===== src/rtl/irq_agg_pkg.sv =====
package irq_agg_pkg;
  localparam int DATA_W = 8;
  localparam int ADDR_W = 3;

  localparam logic [ADDR_W-1:0] A_PIN = 3'd0;
  localparam logic [ADDR_W-1:0] A_OUT = 3'd1;
  localparam logic [ADDR_W-1:0] A_EN1 = 3'd2;
  localparam logic [ADDR_W-1:0] A_EN2 = 3'd3;
  localparam logic [ADDR_W-1:0] A_ST1 = 3'd4;
  localparam logic [ADDR_W-1:0] A_ST2 = 3'd5;

  localparam int B1_RISE = 7;
  localparam int B1_FALL = 6;
  localparam int B1_WAKE = 3;
  localparam int B1_DISC = 2;
  localparam int B2_CHG  = 5;
  localparam int B2_ATT  = 3;
  localparam int B2_OVP  = 1;

  localparam logic [DATA_W-1:0] MASK1 =
    (8'd1 << B1_RISE) | (8'd1 << B1_FALL) | (8'd1 << B1_WAKE) | (8'd1 << B1_DISC);
  localparam logic [DATA_W-1:0] MASK2 =
    (8'd1 << B2_CHG) | (8'd1 << B2_ATT) | (8'd1 << B2_OVP);

  localparam int OUT_PP   = 0;
  localparam int OUT_AL   = 1;
  localparam int OUT_OVE  = 2;
  localparam int OUT_OVV  = 3;
  localparam int OUT_SRST = 7;

  typedef struct packed {
    logic ovr_val;
    logic ovr_en;
    logic active_low;
    logic push_pull;
  } pad_cfg_t;
endpackage


===== src/rtl/irq_pin_sync.sv =====
module irq_pin_sync #(
  parameter int STAGES = 2
) (
  input  logic clk,
  input  logic rst,
  input  logic clr,
  input  logic pin_raw,
  output logic level,
  output logic rise,
  output logic fall
);
  logic [STAGES-1:0] shreg;
  logic              prev_q;

  always_ff @(posedge clk) begin
    if (rst || clr) begin
      shreg  <= '0;
      prev_q <= 1'b0;
    end else begin
      shreg  <= {shreg[STAGES-2:0], pin_raw};
      prev_q <= shreg[STAGES-1];
    end
  end

  assign level = shreg[STAGES-1];
  assign rise  = shreg[STAGES-1] & ~prev_q;
  assign fall  = ~shreg[STAGES-1] & prev_q;
endmodule


===== src/rtl/irq_status_bank.sv =====
module irq_status_bank #(
  parameter int              W    = 8,
  parameter logic [W-1:0]    MASK = '1
) (
  input  logic         clk,
  input  logic         rst,
  input  logic         clr,
  input  logic [W-1:0] set_i,
  input  logic         wr_status,
  input  logic         wr_enable,
  input  logic [W-1:0] wdata,
  output logic [W-1:0] status_o,
  output logic [W-1:0] enable_o,
  output logic         pending_o
);
  for (genvar i = 0; i < W; i++) begin : g_bit
    if (MASK[i]) begin : g_impl
      logic st_q, en_q;
      always_ff @(posedge clk) begin
        if (rst || clr) begin
          st_q <= 1'b0;
          en_q <= 1'b0;
        end else begin
          st_q <= (st_q & ~(wr_status & wdata[i])) | set_i[i];
          if (wr_enable) en_q <= wdata[i];
        end
      end
      assign status_o[i] = st_q;
      assign enable_o[i] = en_q;
    end else begin : g_tie
      assign status_o[i] = 1'b0;
      assign enable_o[i] = 1'b0;
    end
  end

  assign pending_o = |(status_o & enable_o);
endmodule


===== src/rtl/irq_pad_drive.sv =====
module irq_pad_drive
  import irq_agg_pkg::*;
(
  input  logic     clk,
  input  logic     rst,
  input  logic     clr,
  input  logic     pending,
  input  pad_cfg_t cfg,
  output logic     pad_o,
  output logic     pad_oe
);
  logic asserted;
  assign asserted = cfg.ovr_en ? cfg.ovr_val : pending;

  always_ff @(posedge clk) begin
    if (rst || clr) begin
      pad_o  <= 1'b0;
      pad_oe <= 1'b0;
    end else if (cfg.push_pull) begin
      pad_o  <= asserted ^ cfg.active_low;
      pad_oe <= 1'b1;
    end else begin
      pad_o  <= 1'b0;
      pad_oe <= asserted;
    end
  end
endmodule


===== src/rtl/irq_aggregator.sv =====
module irq_aggregator
  import irq_agg_pkg::*;
#(
  parameter int SYNC_STAGES = 2
) (
  input  logic              clk,
  input  logic              rst,
  input  logic              wr_en,
  input  logic [ADDR_W-1:0] addr,
  input  logic [DATA_W-1:0] wdata,
  output logic [DATA_W-1:0] rdata,
  input  logic              pin_raw,
  input  logic              ev_wake,
  input  logic              ev_disc,
  input  logic              ev_chg,
  input  logic              ev_attach,
  input  logic              ev_ovp,
  output logic              pad_o,
  output logic              pad_oe
);
  logic soft_clr;
  logic pin_lvl, pin_rise, pin_fall;
  logic trig_lvl_q;
  pad_cfg_t cfg_q;
  logic [DATA_W-1:0] set1, set2, st1, st2, en1, en2;
  logic pend1, pend2;
  logic [DATA_W-1:0] rdata_q;

  assign soft_clr = wr_en && (addr == A_OUT) && wdata[OUT_SRST];

  irq_pin_sync #(.STAGES(SYNC_STAGES)) u_sync (
    .clk(clk), .rst(rst), .clr(soft_clr), .pin_raw(pin_raw),
    .level(pin_lvl), .rise(pin_rise), .fall(pin_fall)
  );

  always_ff @(posedge clk) begin
    if (rst || soft_clr) begin
      trig_lvl_q <= 1'b0;
      cfg_q      <= '0;
    end else if (wr_en) begin
      if (addr == A_PIN) trig_lvl_q <= wdata[0];
      if (addr == A_OUT) begin
        cfg_q.push_pull  <= wdata[OUT_PP];
        cfg_q.active_low <= wdata[OUT_AL];
        cfg_q.ovr_en     <= wdata[OUT_OVE];
        cfg_q.ovr_val    <= wdata[OUT_OVV];
      end
    end
  end

  always_comb begin
    set1 = '0;
    set2 = '0;
    set1[B1_RISE] = trig_lvl_q ? pin_lvl  : pin_rise;
    set1[B1_FALL] = trig_lvl_q ? ~pin_lvl : pin_fall;
    set1[B1_WAKE] = ev_wake;
    set1[B1_DISC] = ev_disc;
    set2[B2_CHG]  = ev_chg;
    set2[B2_ATT]  = ev_attach;
    set2[B2_OVP]  = ev_ovp;
  end

  irq_status_bank #(.W(DATA_W), .MASK(MASK1)) u_bank1 (
    .clk(clk), .rst(rst), .clr(soft_clr), .set_i(set1),
    .wr_status(wr_en && addr == A_ST1), .wr_enable(wr_en && addr == A_EN1),
    .wdata(wdata), .status_o(st1), .enable_o(en1), .pending_o(pend1)
  );

  irq_status_bank #(.W(DATA_W), .MASK(MASK2)) u_bank2 (
    .clk(clk), .rst(rst), .clr(soft_clr), .set_i(set2),
    .wr_status(wr_en && addr == A_ST2), .wr_enable(wr_en && addr == A_EN2),
    .wdata(wdata), .status_o(st2), .enable_o(en2), .pending_o(pend2)
  );

  irq_pad_drive u_pad (
    .clk(clk), .rst(rst), .clr(soft_clr), .pending(pend1 | pend2),
    .cfg(cfg_q), .pad_o(pad_o), .pad_oe(pad_oe)
  );

  always_ff @(posedge clk) begin
    if (rst || soft_clr) begin
      rdata_q <= '0;
    end else begin
      unique case (addr)
        A_PIN:   rdata_q <= {{(DATA_W-2){1'b0}}, pin_lvl, trig_lvl_q};
        A_OUT:   rdata_q <= {{(DATA_W-4){1'b0}}, cfg_q.ovr_val, cfg_q.ovr_en,
                             cfg_q.active_low, cfg_q.push_pull};
        A_EN1:   rdata_q <= en1;
        A_EN2:   rdata_q <= en2;
        A_ST1:   rdata_q <= st1;
        A_ST2:   rdata_q <= st2;
        default: rdata_q <= '0;
      endcase
    end
  end

  assign rdata = rdata_q;
endmodule


===== config.mk =====
export PLATFORM = sky130hd
export DESIGN_NAME = irq_aggregator
export DESIGN_NICKNAME = d
export VERILOG_FILES = /design/src/rtl/irq_agg_pkg.sv /design/src/rtl/irq_pin_sync.sv /design/src/rtl/irq_status_bank.sv /design/src/rtl/irq_pad_drive.sv /design/src/rtl/irq_aggregator.sv
export SDC_FILE = /design/constraint.sdc
export NUM_CORES = 1
export LEC_CHECK = 0
export ABC_CLOCK_PERIOD_IN_PS = 1500
export BUFFER_PORTS_ARGS = -buffer_cell sky130_fd_sc_hd__buf_2
export CORE_MARGIN = 1.5
export CORE_UTILIZATION = 51
export CTS_CLUSTER_SIZE = 16
export DETAILED_ROUTE_END_ITERATION = 16
export PLACE_DENSITY = 0.79
export SLEW_MARGIN = 20
export SYNTH_ARGS = -nofsm -noshare
export SYNTH_HDL_FRONTEND = slang
export SYNTH_SLANG_ARGS = --single-unit

===== constraint.sdc =====
create_clock -name clk -period 1.5 [get_ports clk]
set_input_delay 0.15 -clock clk [delete_from_list [all_inputs] [get_ports clk]]
set_output_delay 0.15 -clock clk [all_outputs]
set_load 0.02 [all_outputs]

==> results.toml, run 1 <==
[routing]
wl_per_cell_um = 14.46
drt_wl_total_um = 2993
dr.first_iter.drc_count = 65
drc = 0
vias_per_cell = 5.599
dr_total_vias = 1159
ant_nets = 0
dr.pass1.iters = 4

[global_route]
antenna_found_initial = 0
grt_pass1_wl_um = 4816
overflow = 0
grt_pass1_vias = 1073
grt_max_degree = 12
grtUsageTotal = 0.2467

[setup_path]
cp.required_ns = 1.77
crit_type = "reg2reg"
crit_slowest_cell = "dfxtp_1"
start_kind = "flop"
crit_path_max_fanout = 3
ff2ff_setup_slack_ns = 0.20
cp_data_arrival_time_ns = 1.57
critPathCaptureType = "flop"
crit_path_frequent_cell = "mux2i_1"
critical_path.cell_chain = "a222oi_1, nand3_1, mux2i_1, mux2i_1"
slowest_delay_ns = 0.34

[sta]
hold_viol = 0
whs_ns = 0.009511
slew_viol_final = 0
fmax_mhz = 767.3
period_needed_ns = 1.303
worst_pin_slew_ns = 0.6095
setup_violations = 0
finalCritPeriodShare = 0.8689
timing.slew.headroom = 0.5881
rsz0062_at_grt = "false"
skew_ns = 0.01570

[logic_synthesis]
synth_fp_nets = 162
yosys_warnings = 0
syn_area_sq_um = 1286
synth.avg_cell_area_sq_um = 9.058
synth_seq_area_share = 0.4825
synth-seq-cells = 31
synth_cells = 142
synth_cell_types = 30

[clock_network]
cts_sinks = 31
path_clk_slew_ns = 0.10
cts_tree = "yes"
ctsHtreeMaxLevel = 2
cts_buffers = 5
clkLatencyLatePin_ns = 0.34
cts-root-buf = "clkbuf_4"
cts_max_path_buffers = 2

[floorplan]
placementRows = 18
dieArea_sq_um = 2832
die_w_um = 53.22
start_util = 0.5288
core_area_sq_um = 2432
io_pins = 30
fp.dieH_um = 53.22

[layout]
antenna_cells = 0
nets = 197
final_core_util = 0.6322
area_growth_pct = 19.55
finalInstanceArea_sq_um = 1538
drive_gt1_frac = 0.2486

[power]
power.leakage_nw = 0.6869
ir_drop_mv = 0.7645
p_per_area_nw_per_um2 = 988.5
p_total_mw = 1.520

[flow_run]
max-cap-violations = 0

[place]
portBuffers = 27
dpl_cell_area_sq_um = 1471
dpl.hpwl_um = 2293
gp_congestion = 0.8405

[min_path]
hold_class = "in2reg"

[run_status]
outcome = "finished clean"
==> cell families (layout without fill, tap and decap cells) <==
| group | count (synthesis) | count (layout) | share of synthesized area |
|---|---|---|---|
| compound gates | 27 | 27 | 0.1323 |
| buf+inv | 13 | 48 | 0.05447 |
| flops | 31 | 31 | 0.4825 |
| mux | 15 | 15 | 0.1167 |
| other cells | 1 | 1 | 0.002915 |
| simple gates | 55 | 55 | 0.2111 |
==> critical path, delay by kind of cell (launching register included) <==
kind / cells / cell delay (ns)
multiplexers: 2 / 0.46
flip-flops: 1 / 0.34
AO/OA/AOI/OAI: 1 / 0.33
AND/OR/NAND/NOR: 1 / 0.11
==> registers in the layout, summed over array words and instances, names as in the netlist <==
| signal | cells |
|---|---|
| u_bank1.g_bit.g_impl.st_q | 4 |
| u_bank1.g_bit.g_impl.en_q | 4 |
| u_pad.pad_oe | 1 |
| u_bank2.g_bit.g_impl.st_q | 3 |
| cfg_q | 4 |
| u_bank2.g_bit.g_impl.en_q | 3 |
| trig_lvl_q | 1 |
| u_sync.prev_q | 1 |
| u_pad.pad_o | 1 |
| u_sync.shreg | 2 |
| rdata | 7 |
==> cells in the mapped netlist <==
master / n / area share
dfxtp_1: 31 / 0.48
nor2_1: 25 / 0.073
mux2i_1: 15 / 0.12
a21oi_1: 13 / 0.051
nand2_1: 8 / 0.023
a22oi_1: 5 / 0.029
and2_1: 4 / 0.019
inv_1: 4 / 0.012
nand3_1: 4 / 0.016
buf_4: 3 / 0.018
clkbuf_1: 3 / 0.0088
nor3_1: 3 / 0.012
a211oi_1: 2 / 0.012
and2b_1: 2 / 0.012
and3_1: 2 / 0.0097
buf_2: 2 / 0.0078
nand3b_1: 2 / 0.012
o21ai_0: 2 / 0.0078
a2111oi_1: 1 / 0.0078
a21o_1: 1 / 0.0058
a221oi_1: 1 / 0.0068
a222oi_1: 1 / 0.0078
a31oi_1: 1 / 0.0049
and4b_1: 1 / 0.0078
and4bb_2: 1 / 0.0097
buf_6: 1 / 0.0088
conb_1: 1 / 0.0029
nor4_1: 1 / 0.0049
nor4bb_1: 1 / 0.0078
or3_1: 1 / 0.0049
==> cell type report <==
| cell class | count | area [sq um] |
|---|---|---|
| clock buffer | 6 | 51.30 |
| clock inverter | 1 | 5.005 |
| fill | 214 | 894.6 |
| inverter | 4 | 15.01 |
| multi-input combinational | 98 | 595.6 |
| sequential | 31 | 620.6 |
| tap | 30 | 37.54 |
| timing repair buffer | 37 | 212.7 |
==> layout by cell type, fill, tap and decap left out <==
master / count
o21ai_0: 2
nand3b_1: 2
and2_1: 4
and4b_1: 1
nor2_1: 25
buf_2: 27
mux2i_1: 15
dlygate4sd3_1: 1
and2b_1: 2
clkbuf_8: 1
and4bb_2: 1
nand2_1: 8
a2111oi_1: 1
conb_1: 1
nand3_1: 4
a211oi_1: 2
nor4_1: 1
a21o_1: 1
and3_1: 2
a21oi_1: 13
nor3_1: 3
or3_1: 1
a221oi_1: 1
nor4bb_1: 1
clkinv_2: 1
dfxtp_1: 31
clkbuf_4: 5
a31oi_1: 1
a22oi_1: 5
buf_4: 9
inv_1: 4
a222oi_1: 1
==> worst paths after layout <==
kind         cells past startpoint                          from              end
max                              4  u_bank2.g_bit[3].g_impl.st_q      u_pad.pad_o
min                              2                           rst         rdata[7]
max reg2reg                      4  u_bank2.g_bit[3].g_impl.st_q      u_pad.pad_o
min reg2reg                      1               u_sync.shreg[0]  u_sync.shreg[1]
==> report_power, final <==
part	switching [mW]	internal [mW]
Combinational	0.0888	0.0727
Sequential	0.0207	0.850
Clock	0.271	0.217
==> per-stage QoR <==
step                TNS (ns)  std cells  setup slack [ns]
global placement           0        199           0.03179
global route               0        207           0.05070
finish                     0        207            0.1967
detailed placement   -0.4662        199          -0.05317
CTS                        0        206            0.1874
floorplan                  0        142            0.3055
==> what timing repair did <==
item | in CTS | in global routing
gates resized for setup | 0 | 0
buffers inserted | 0 | 0
hold buffers | 0 | 1
setup endpoints to repair | 0 | 0
endpoints found under the hold margin | 0 | 1
==> metal layers <==
metal	routed length, um	vias up	track usage
li1	-	562	-
met1	1267	535	0.2912
met2	1420	53	0.3951
met3	242	9	0.08757
met4	63	0	0.1154
met5	0	-	0
Note: power is estimated with default switching activity, not from simulation.
==> run 2, diff against run 1 <==
Settings changed: CORE_MARGIN 1.5 to not set.
==> run 2 against run 1 <==
  * Via count shrank 1.2%
  * Core utilization rose by 2.5 points
  * Sequential share of layout area increased by 0.74 points
  * Count of clock-buffer cells in the layout is the same
  * Power down 1.5%
  * Setup slack got worse by 0.011 ns
  * First-iteration DRC count decreased by 51%
  * Sequential cell count unchanged
  * Critical path depth unchanged
  * Non-clock buffer count down 3
  * Global-route usage shrank 1.3 points
  * Combinational power down 5%
  * Largest cell class unchanged
  * Highest routed layer unchanged
==> results.toml, run 2 (same netlist as run 1, synthesis figures left out) <==
[power]
p_sw_uw = 363.1
p_clk_frac = 0.316
internal_power_mw = 1.134
switching_share = 0.2426
pwr-share-comb = 0.102
p_seq_frac = 0.582
power.leakage_nw = 0.6731
ir_drop_mv = 0.7841
p_per_area_nw_per_um2 = 991.1

[sta]
period_needed_ns = 1.315
slew_viol_final = 0
hold_viol = 0
finalCritPeriodShare = 0.8765
fin_setup_tns_ns = 0
skew_ns = 0.001320
rsz0062_at_grt = "false"
fmax_mhz = 760.6
setup_violations = 0
final.setup.worst_slack_ns = 0.1852

[setup_path]
start_kind = "flop"
critPathCaptureType = "flop"
cp_data_arrival_time_ns = 1.58
crit_path_max_fanout = 3
crit_type = "reg2reg"
cp.required_ns = 1.76

[layout]
nets = 194
largest_register_ffs = 7
antenna_cells = 0
drive_gt1_frac = 0.2414
finalInstanceArea_sq_um = 1510
fill_cells = 205
layout_common_cells = "31 x dfxtp_1, 27 x buf_2, 25 x nor2_1, 15 x mux2i_1, 13 x a21oi_1"
area_growth_pct = 17.41
final_common_cell = "dfxtp_1"

[routing]
drc = 0
dr.first_iter.drc_count = 32
drt_wl_total_um = 2716
ant_nets = 0
dr_total_vias = 1145
vias_per_cell = 5.668
dr.pass1.iters = 4
wl_per_cell_um = 13.45

[clock_network]
cts_sinks = 31
path_clk_slew_ns = 0.08
cts_max_path_buffers = 2
cts_tree = "yes"
ctsResizeCount = 0
ctsHtreeMaxLevel = 2
ctsHoldBuffers = 0
cts_buffers = 5
cts-root-buf = "clkbuf_4"
post_cts_buffers = 0
clkLatencyLatePin_ns = 0.32

[floorplan]
io_pins = 30
fp.dieH_um = 52.22
die_w_um = 52.22
core_area_sq_um = 2297
dieArea_sq_um = 2727
placementRows = 17
start_util = 0.5599

[global_route]
grt_pass1_wl_um = 4436
grt_max_degree = 15
overflow = 0
antenna_found_initial = 0
grt_pass1_vias = 1008
grtUsageTotal = 0.2338

[run_status]
outcome = "finished clean"

[place]
dpl.hpwl_um = 2088
portBuffers = 27
dpl_cell_area_sq_um = 1454
gp_congestion = 0.8566
place_ws_ns = 0.05370

[min_path]
hold_class = "in2reg"

[flow_run]
max-cap-violations = 0
## run 2: final timing paths
| path | startpoint | endpoint | slack [ns] | cells past startpoint |
|---|---|---|---|---|
| setup / recovery | u_bank2.g_bit[3].g_impl.st_q | u_pad.pad_o | 0.19 | 4 |
| hold / removal | pin_raw | u_sync.shreg[0] | 0.03 | 2 |
| setup reg to reg | u_bank2.g_bit[3].g_impl.st_q | u_pad.pad_o | 0.19 | 4 |
| hold reg to reg | u_sync.shreg[0] | u_sync.shreg[1] | 0.43 | 1 |
## run 2: layout make-up
class | instances | area (sq um) | area share
Inverter | 4 | 15.01 | 0.009942
Sequential cell | 31 | 620.6 | 0.4109
Timing Repair Buffer | 34 | 187.7 | 0.1243
Tap cell | 28 | 35.03 | 0.02320
Clock buffer | 6 | 51.30 | 0.03397
Multi-Input combinational cell | 98 | 595.6 | 0.3944
Clock inverter | 1 | 5.005 | 0.003314
## run 2: layer usage
layer | GRT usage | vias to the layer above | part of all wire
li1 | - | 558 | -
met1 | 0.2865 | 524 | 0.45
met2 | 0.3568 | 53 | 0.46
met3 | 0.06087 | 10 | 0.065
met4 | 0.1579 | 0 | 0.029
met5 | 0 | - | 0
## run 2: worst max-delay path, stage by stage (launching register included)
cell	delay [ns]
dfxtp_1	0.35
a222oi_1	0.34
nand3_1	0.13
mux2i_1	0.24
mux2i_1	0.20
## run 2: power groups by stage
| stage | clock network, mW | registers [mW] | logic (mW) |
|---|---|---|---|
| final | 0.473 | 0.871 | 0.153 |
| after global routing | 0.522 | 0.873 | 0.168 |
| after CTS | 0.491 | 0.870 | 0.153 |
| after detailed placement | 0 | 0.889 | 0.152 |
| after global placement | 0 | 0.888 | 0.148 |
| after floorplan | 0 | 0.887 | 0.0905 |
## run 2: per-stage QoR
step                      power, mW  hold slack [ns]    util  instances
after floorplan              0.9780           0.2268       -        142
after global placement        1.035           0.3524  0.6329        195
after detailed placement      1.041           0.3637  0.6329        195
after CTS                     1.514          0.01515  0.6574        202
after global routing          1.564          0.02362  0.6574        202
final                         1.497          0.02946  0.6574        202
==> run 3, diff against run 2 <==
Settings changed: ABC_CLOCK_PERIOD_IN_PS 1500 to 1100, CORE_UTILIZATION 51 to 46, PLACE_DENSITY 0.79 to 0.76.
Clock period 1.5 ns to 1.1 ns, I/O delays scaled along.
==> run 3 against run 2 <==
  * Non-clock buffer count is 29 higher
  * Combinational power is 100% higher
  * First-iteration DRC count is 69% higher
  * The run now ends with hold timing, setup timing left
  * Critical path type unchanged
  * Critical path depth stayed put
==> results.toml, run 3 (same netlist as run 1, synthesis figures left out) <==
[floorplan]
start_util = 0.5010
die_w_um = 54.88
core_area_sq_um = 2567
io_pins = 30
dieArea_sq_um = 3012
fp.dieH_um = 54.88
placementRows = 18

[layout]
final_common_cell = "dfxtp_1"
nets = 223
instances_no_fill = 234
area_growth_pct = 38.81
drive_gt1_frac = 0.3333
layout_common_cells = "30 x dfxtp_1, 28 x buf_4, 27 x buf_2, 25 x nor2_1, 15 x mux2i_1"
largest_register_ffs = 7
antenna_cells = 0
fill_cells = 215

[place]
gp_congestion = 0.8338
dpl.hpwl_um = 2444
dp.cells = 219
portBuffers = 27

[clock_network]
cts_buffers = 5
ctsHtreeMaxLevel = 2
path_clk_slew_ns = 0.09
clkLatencyLatePin_ns = 0.33
cts_max_path_buffers = 2
cts-root-buf = "clkbuf_4"
cts_tree = "yes"
cts_sinks = 31

[global_route]
grt_max_degree = 16
overflow = 0
grt_pass1_wl_um = 5154
grtUsageTotal = 0.2542
antenna_found_initial = 0
grt_pass1_vias = 1139

[sta]
slew_viol_final = 0
rsz0062_at_grt = "true"
timing.slew.headroom = 0.6442
skew_ns = 0.007164
period_needed_ns = 1.290
fmax_mhz = 775.0
whs_ns = -0.002639
setup_violations = 3
finalCritPeriodShare = 1.173
final.setup.worst_slack_ns = -0.1902
worst_pin_slew_ns = 0.5265
hold_viol = 1

[setup_path]
crit_path_frequent_cell = "mux2i_1"
crit_slowest_cell = "dfxtp_2"
path_buf_inv = 0
slowest_delay_ns = 0.33
crit_path_max_fanout = 2
crit_type = "reg2reg"
start_kind = "flop"
critical_path.cell_chain = "a222oi_1, nand3_1, mux2i_1, mux2i_1"
cp.required_ns = 1.36
cp_data_arrival_time_ns = 1.55
critPathCaptureType = "flop"
critical_path.top_delay_family = "multiplexers"

[routing]
dr_total_vias = 1231
drc = 0
vias_per_cell = 5.261
dr.pass1.iters = 4
drt_wl_total_um = 3258
ant_nets = 0
dr.first_iter.drc_count = 54
wl_per_cell_um = 13.92

[run_status]
violations = "hold timing, setup timing"
outcome = "finished with violations"

[power]
p_total_mw = 2.245
p_per_area_nw_per_um2 = 1257
power.leakage_nw = 0.8273
ir_drop_mv = 1.107

[flow_run]
max-cap-violations = 0

[min_path]
hold_class = "in2reg"
## run 3: final timing paths
kind                                      from                      endpoint  slack, ns  cells after the start
setup reg to reg  u_bank2.g_bit[3].g_impl.en_q                   u_pad.pad_o      -0.19                      4
hold reg to reg                u_sync.shreg[0]               u_sync.shreg[1]       0.44                      1
hold / removal                          ev_chg  u_bank2.g_bit[5].g_impl.st_q     -0.003                      3
setup / recovery  u_bank2.g_bit[3].g_impl.en_q                   u_pad.pad_o      -0.19                      4
## run 3: worst reg2reg max path: stages (launching register included)
cell	delay, ns
dfxtp_2	0.33
a222oi_1	0.33
nand3_1	0.13
mux2i_1	0.23
mux2i_1	0.20
## run 3: stage by stage
step	TNS [ns]	setup slack [ns]	util	area, sq um
final	-0.4735	-0.1902	0.6954	1785
after CTS	-0.3927	-0.2031	0.6789	1743
after floorplan	-1.082	-0.05646	-	1286
after detailed placement	-6.055	-0.2856	0.6365	1634
after global placement	-3.773	-0.1972	0.6365	1634
after global routing	-0.7275	-0.2834	0.6954	1785
## run 3: per-layer routing
layer | vias up | global-route usage | routed length (um) | share of wire
met5 | - | 0 | 0 | 0
met4 | 0 | 0.09829 | 56 | 0.017
met3 | 8 | 0.1028 | 217 | 0.067
met2 | 48 | 0.3795 | 1530 | 0.47
met1 | 557 | 0.3227 | 1454 | 0.45
li1 | 618 | - | - | -
## run 3: layout make-up
type                    count  area (sq um)  area share
clock buffers               8         68.82     0.03854
well taps                  30         37.54     0.02102
flip-flops and latches     31         621.8      0.3483
repair buffers             63         436.7      0.2446
multi-input cells          98         605.6      0.3392
inverters                   4         15.01    0.008409
## run 3: where the power goes
part,switching [mW],leakage (nW),internal (mW)
Combinational,0.148,0.535,0.159
Sequential,0.0230,0.253,1.16
Clock,0.380,0.0386,0.376
Total,0.551,0.827,1.69
## run 3: timing repair
item,CTS,global route
hold buffers,4,2
resized for setup,0,5
setup endpoints to repair,3,4
buffers inserted,0,1
pin swaps,1,3
endpoints found under the hold margin,5,2
